File: src/rtl/memctl_pkg.sv
package memctl_pkg;
  // byte span of one register group is 2**GRP_SPAN_LG2
  localparam int unsigned GRP_SPAN_LG2 = 5;
  localparam int unsigned MODE_W       = 2;

  // word inside a group, decoded from address bits 3:2
  typedef enum logic [1:0] {
    SEL_LOCK = 2'd0,
    SEL_TEST = 2'd1,
    SEL_INIT = 2'd2,
    SEL_DONE = 2'd3
  } word_sel_e;
endpackage

File: src/rtl/memctl_decode.sv
module memctl_decode
  import memctl_pkg::*;
#(
  parameter int unsigned NUM_GRP = 4,
  parameter int unsigned ADDR_W  = 8
) (
  input  logic [ADDR_W-1:0]  addr,
  output logic [NUM_GRP-1:0] grp_hit,
  output word_sel_e          sel
);
  localparam int unsigned GF_W = ADDR_W - GRP_SPAN_LG2;

  logic [GF_W-1:0] grp_field;
  logic            in_window;

  assign grp_field = addr[ADDR_W-1:GRP_SPAN_LG2];
  // upper half of each group span and unaligned addresses map to nothing
  assign in_window = (addr[GRP_SPAN_LG2-1] == 1'b0) && (addr[1:0] == 2'b00);
  assign sel       = word_sel_e'(addr[3:2]);

  for (genvar g = 0; g < NUM_GRP; g++) begin : g_hit
    assign grp_hit[g] = in_window && (grp_field == GF_W'(g));
  end
endmodule

File: src/rtl/memctl_group.sv
module memctl_group
  import memctl_pkg::*;
#(
  parameter int unsigned MEMS   = 4,
  parameter int unsigned DATA_W = 32
) (
  input  logic                   clk,
  input  logic                   rst_n,
  input  logic                   wr_en,
  input  word_sel_e              sel,
  input  logic [MODE_W*MEMS-1:0] wdata,
  input  logic [MEMS-1:0]        done_in,
  output logic [MEMS-1:0]        lock_o,
  output logic [MODE_W*MEMS-1:0] mode_o,
  output logic [MEMS-1:0]        start_o,
  output logic [MEMS-1:0]        done_o,
  output logic [DATA_W-1:0]      rdata_o
);
  localparam int unsigned FLD_W = MODE_W * MEMS;

  logic [MEMS-1:0]  lock_q,  lock_d;
  logic [FLD_W-1:0] mode_q,  mode_d;
  logic [MEMS-1:0]  start_q, start_d;
  logic [MEMS-1:0]  done_q,  done_d;
  logic             lock_en, mode_en, init_wr;

  assign lock_en = wr_en && (sel == SEL_LOCK);
  assign mode_en = wr_en && (sel == SEL_TEST);
  assign init_wr = wr_en && (sel == SEL_INIT);

  // next state
  always_comb begin
    lock_d  = wdata[MEMS-1:0];
    mode_d  = mode_q;
    start_d = '0;
    done_d  = done_q | done_in;
    for (int m = 0; m < MEMS; m++) begin
      if (!lock_q[m]) begin
        mode_d[MODE_W*m +: MODE_W] = wdata[MODE_W*m +: MODE_W];
      end
      if (init_wr && wdata[m] && !lock_q[m]) begin
        start_d[m] = 1'b1;
        done_d[m]  = 1'b0;   // a fresh start wins over a completion
      end
    end
  end

  // state registers
  always_ff @(posedge clk or negedge rst_n) begin
    if (!rst_n) begin
      lock_q  <= '0;
      mode_q  <= '0;
      start_q <= '0;
      done_q  <= '0;
    end else begin
      if (lock_en) lock_q <= lock_d;
      if (mode_en) mode_q <= mode_d;
      start_q <= start_d;
      done_q  <= done_d;
    end
  end

  // read view of the selected word
  always_comb begin
    rdata_o = '0;
    unique case (sel)
      SEL_LOCK: rdata_o[MEMS-1:0]  = lock_q;
      SEL_TEST: rdata_o[FLD_W-1:0] = mode_q;
      SEL_DONE: rdata_o[MEMS-1:0]  = done_q;
      default:  rdata_o            = '0;   // start word reads as zero
    endcase
  end

  assign lock_o  = lock_q;
  assign mode_o  = mode_q;
  assign start_o = start_q;
  assign done_o  = done_q;
endmodule

File: src/rtl/memctl_rdmux.sv
module memctl_rdmux #(
  parameter int unsigned NUM_GRP = 4,
  parameter int unsigned DATA_W  = 32
) (
  input  logic [NUM_GRP-1:0]        grp_hit,
  input  logic [NUM_GRP*DATA_W-1:0] grp_rdata,
  output logic [DATA_W-1:0]         rdata
);
  // AND-OR select; at most one group hit, none gives zero
  always_comb begin
    rdata = '0;
    for (int g = 0; g < NUM_GRP; g++) begin
      rdata = rdata | (grp_rdata[g*DATA_W +: DATA_W] & {DATA_W{grp_hit[g]}});
    end
  end
endmodule

File: src/rtl/memctl_regbank.sv
module memctl_regbank
  import memctl_pkg::*;
#(
  parameter int unsigned NUM_GRP      = 4,
  parameter int unsigned MEMS_PER_GRP = 4,
  parameter int unsigned ADDR_W       = 8,
  parameter int unsigned DATA_W       = 32
) (
  input  logic                                  clk,
  input  logic                                  rst_n,
  input  logic                                  reg_we,
  input  logic [ADDR_W-1:0]                     reg_addr,
  input  logic [DATA_W-1:0]                     reg_wdata,
  output logic [DATA_W-1:0]                     reg_rdata,
  input  logic [NUM_GRP*MEMS_PER_GRP-1:0]       init_done_in,
  output logic [NUM_GRP*MEMS_PER_GRP-1:0]       init_start,
  output logic [MODE_W*NUM_GRP*MEMS_PER_GRP-1:0] mem_mode
);
  localparam int unsigned NUM_MEM = NUM_GRP * MEMS_PER_GRP;
  localparam int unsigned FLD_W   = MODE_W * MEMS_PER_GRP;

  // reset: asynchronous assertion, synchronous release
  logic [1:0] rst_sync_q;
  logic       rst_int_n;
  always_ff @(posedge clk or negedge rst_n) begin
    if (!rst_n) rst_sync_q <= 2'b00;
    else        rst_sync_q <= {rst_sync_q[0], 1'b1};
  end
  assign rst_int_n = rst_sync_q[1];

  logic [NUM_GRP-1:0]        grp_hit;
  word_sel_e                 sel;
  logic [NUM_GRP*DATA_W-1:0] grp_rdata;
  logic [NUM_MEM-1:0]        lock_vec;
  logic [NUM_MEM-1:0]        done_vec;

  memctl_decode #(
    .NUM_GRP (NUM_GRP),
    .ADDR_W  (ADDR_W)
  ) u_decode (
    .addr    (reg_addr),
    .grp_hit (grp_hit),
    .sel     (sel)
  );

  for (genvar g = 0; g < NUM_GRP; g++) begin : g_grp
    memctl_group #(
      .MEMS   (MEMS_PER_GRP),
      .DATA_W (DATA_W)
    ) u_group (
      .clk     (clk),
      .rst_n   (rst_int_n),
      .wr_en   (reg_we && grp_hit[g]),
      .sel     (sel),
      .wdata   (reg_wdata[FLD_W-1:0]),
      .done_in (init_done_in[g*MEMS_PER_GRP +: MEMS_PER_GRP]),
      .lock_o  (lock_vec[g*MEMS_PER_GRP +: MEMS_PER_GRP]),
      .mode_o  (mem_mode[g*FLD_W +: FLD_W]),
      .start_o (init_start[g*MEMS_PER_GRP +: MEMS_PER_GRP]),
      .done_o  (done_vec[g*MEMS_PER_GRP +: MEMS_PER_GRP]),
      .rdata_o (grp_rdata[g*DATA_W +: DATA_W])
    );
  end

  memctl_rdmux #(
    .NUM_GRP (NUM_GRP),
    .DATA_W  (DATA_W)
  ) u_rdmux (
    .grp_hit   (grp_hit),
    .grp_rdata (grp_rdata),
    .rdata     (reg_rdata)
  );

  // write data above the widest field is reserved
  if (FLD_W < DATA_W) begin : g_wdata_hi
    logic unused_wdata_hi;
    assign unused_wdata_hi = ^reg_wdata[DATA_W-1:FLD_W];
  end
endmodule

File: config.mk
export PLATFORM = sky130hd
export DESIGN_NAME = memctl_regbank
export DESIGN_NICKNAME = d
export VERILOG_FILES = /design/src/rtl/memctl_pkg.sv /design/src/rtl/memctl_decode.sv /design/src/rtl/memctl_group.sv /design/src/rtl/memctl_rdmux.sv /design/src/rtl/memctl_regbank.sv
export SDC_FILE = /design/constraint.sdc
export NUM_CORES = 1
export LEC_CHECK = 0
export ABC_AREA = 0
export BUFFER_PORTS_ARGS = -buffer_cell sky130_fd_sc_hd__buf_2
export CAP_MARGIN = 10
export CORE_ASPECT_RATIO = 1.2
export CORE_UTILIZATION = 40
export CTS_BUF_LIST = sky130_fd_sc_hd__clkbuf_16
export CTS_CLUSTER_SIZE = 10
export DETAILED_ROUTE_END_ITERATION = 10
export GPL_TIMING_DRIVEN = 0
export PLACE_DENSITY = 0.76
export SETUP_SLACK_MARGIN = 0.15
export SYNTH_ARGS = -nofsm -noshare
export SYNTH_HDL_FRONTEND = slang
export SYNTH_HIERARCHICAL = 1
export SYNTH_SLANG_ARGS = --single-unit
File: constraint.sdc
create_clock -name clk -period 2.55 [get_ports clk]
set_input_delay 0.3825 -clock clk [delete_from_list [all_inputs] [get_ports clk]]
set_output_delay 0.3825 -clock clk [all_outputs]
set_load 0.1 [all_outputs]
==> run summary <==
CP dominant cell by count - buf_6
CTS sink count - 82
crit-path max cell delay - 620 ps
Post-synth EDFFs - 0
critical path class - input port to output port
largest net degree at the start of global routing - 42
vias in the first global route - 4231
Synth top area share - 37.9%
final hold vios - 0
Fmax - 410 MHz
Core ar. - 13200 sq um
setup slack after layout - 113 ps
Worst Skew - 7.32 ps
fin. max-slew vios - 0
crit end category - output port
CTS buffer count - 9
Max H-tree Level - 3
CTS root buffer - clkbuf_16
post-place setup slack - -265 ps
Post-Syn Area - 5410 sq um
Leak - 3.71 nW
Mapped Cells - 487
DR WL/cell - 15.6 um
relative slew slack - 63.1%
sequential power share - 43.1%
IO Pins - 139
GRT Util Overall - 19.9%
Finish-stage setup viols - 0
number of buffer and inverter stages on the critical path - 3
gpl congestion - 0.852
Max IR drop VDD - 0.494 mV
Clock Power Share - 35.8%
RSZ-0062 raised after global routing - yes
FP Rows - 46
top cell type by total area after synthesis - dfrtp_1
GR Overflow Total - 0
final hold slack - 279 ps
sw frac - 30.9%
Clock transition at path regs - 60 ps
FF+latch count, synth - 82
drt first pass iters - 4
CP required - 2170 ps
Max Cap Viol - 0
Die Height - 129 um
final core utilization - 52.6%
P_int - 2.22 mW
CP max-delay cell - or4_4
sw power - 996 uW
crit path cell chain - buf_6 -> or4_4 -> nor3b_4 -> buf_6 -> a22oi_1 -> nand2_2 -> buf_12
Seq/Total Area, Yosys - 37.9%
Port-buffer cells - 88
Routed WL - 13.5 mm
Vias - 4098
initial DRC count - 215
DRC Markers - 0
die area - 14000 sq um
Layout Nets - 746
DP Wirelength - 10.2 mm
clock latency on the worst-skew pair - 340 ps
vias per std cell - 4.77
Pwr Total - 3.22 mW
Avg Inst Size Synth - 11.1 sq um
min Tclk post-route - 2440 ps
Antenna diodes - 0
CP Max Fanout - 8
PD cells - 464 nW/um^2
Final period util - 95.6%
Worst Path Arrival - 2050 ps
status - complete, no violations
HP Class - input port to flip-flop
Crit path max-delay family - simple AND/OR/NAND/NOR gates
global-route wire length before repair - 21.2 mm
final antenna-violating net count - 0
CTS tree - built
worst slew pin tran - 554 ps
share of cells above drive strength 1 - 47.5%
FFs w/ async S/R, synth - 100%
Starting Density - 41.0%
Area growth, synth to finish - 28.3%
Max Buffers Root-to-Sink - 2
Unique masters post-synth - 23
YS warnings - 6
Startpoint Class - input port
Die X - 108 um
synth top area cells - dfrtp_1 (38%), buf_4 (14%), mux2_2 (11%)
ys flop type - dfrtp_1
antenna violations before repair - 0
logic gate share of total power - 21.0%
==> power by group through the flow <==
| stage | Clock [mW] | Sequential, mW | Combinational, mW |
|---|---|---|---|
| after floorplan | 0 | 1.59 | 0.350 |
| after global placement | 0 | 1.42 | 0.630 |
| after detailed placement | 0 | 1.41 | 0.653 |
| after CTS | 1.18 | 1.39 | 0.663 |
| after global routing | 1.24 | 1.40 | 0.715 |
| final | 1.15 | 1.39 | 0.678 |
==> logic make-up (layout without fill, tap and decap cells) <==
kind of cell | count (synthesis) | count (layout) | synth area share, %
AO/OA/AOI/OAI | 96 | 96 | 14.4
buffers and inverters | 134 | 247 | 18.3
flip-flops | 82 | 82 | 37.9
multiplexers | 64 | 64 | 13.9
other | 5 | 97 | 0.347
AND/OR/NAND/NOR | 106 | 106 | 15.1
==> timing repair <==
item	in CTS	in global routing
buffers inserted	4	3
setup endpoints to repair	13	14
gates resized for setup	28	13
pin swaps	3	5
hold buffers	1	0
endpoints found under the hold margin	2	0
==> metrics by stage <==
step,area (sq um),cells,setup TNS [ps]
after floorplan,5780,579,0
after global placement,6430,835,-6010
after detailed placement,6450,836,-6580
after CTS,6860,857,0
after global routing,6940,860,0
final,6940,860,0
==> cell usage after synthesis (8+ instances only) <==
cell type,n
buf_4,101
dfrtp_1,82
a22oi_1,64
mux2_2,52
nand2_1,33
and2_1,20
nor3_1,17
a22o_1,16
inv_1,16
o32a_1,16
buf_6,14
and4bb_4,12
mux2_4,8
==> state kept, by name, summed over array words and instances, names as in the netlist <==
register and flops:
g_grp.u_group/done_o 16, g_grp.u_group/lock_o 16, g_grp.u_group/mode_o 32, g_grp.u_group/start_o 16
rst_sync_q 2
==> metal layers <==
metal  GRT usage [%]  routed length, um  vias to the layer above
met5               0                  0                        -
li1                -                  -                     1984
met4            6.61                194                        0
met1            22.8               5450                     1982
met3            4.93                753                       17
met2            35.9               7060                      115
==> final timing paths <==
check                                                start                           to  slack, ps  cells past startpoint
worst min register to register               rst_sync_q[1]  g_grp[3].u_group/start_o[2]        320                      0
min in group asynchronous                    rst_sync_q[1]  g_grp[3].u_group/start_o[2]        320                      0
max in group asynchronous                    rst_sync_q[1]  g_grp[0].u_group/start_o[2]       1630                      1
worst max-delay path                           reg_addr[4]                 reg_rdata[2]        110                      7
worst min-delay path                      init_done_in[11]   g_grp[2].u_group/done_o[3]        280                      2
worst max register to register  g_grp[1].u_group/lock_o[1]   g_grp[1].u_group/mode_o[2]       1300                      2
==> cells in the final DEF (no fill, tap or decap), drive strengths merged, types with 2 or more instances in the layout <==
| cell type | n |
|---|---|
| dfrtp | 82 |
| nand3b | 4 |
| conb | 97 |
| clkinvlp | 2 |
| clkbuf | 9 |
| nor3 | 17 |
| clkinv | 4 |
| buf | 214 |
| o32a | 16 |
| and4bb | 16 |
| a22o | 16 |
| and2 | 20 |
| nand2 | 33 |
| inv | 17 |
| a22oi | 64 |
| nor2 | 5 |
| nor3b | 6 |
| nor2b | 4 |
| mux2 | 64 |
==> layout make-up <==
type	count	area, sq um
sequential	82	2060
timing repair buffer	97	641
inverter	16	60.1
fill	1139	6240
multi-input combinational	363	2770
clock inverter	7	37.5
tap	168	210
clock buffer	9	225
buffer	118	937
No activity file was read; power rests on OpenSTA's default activity.
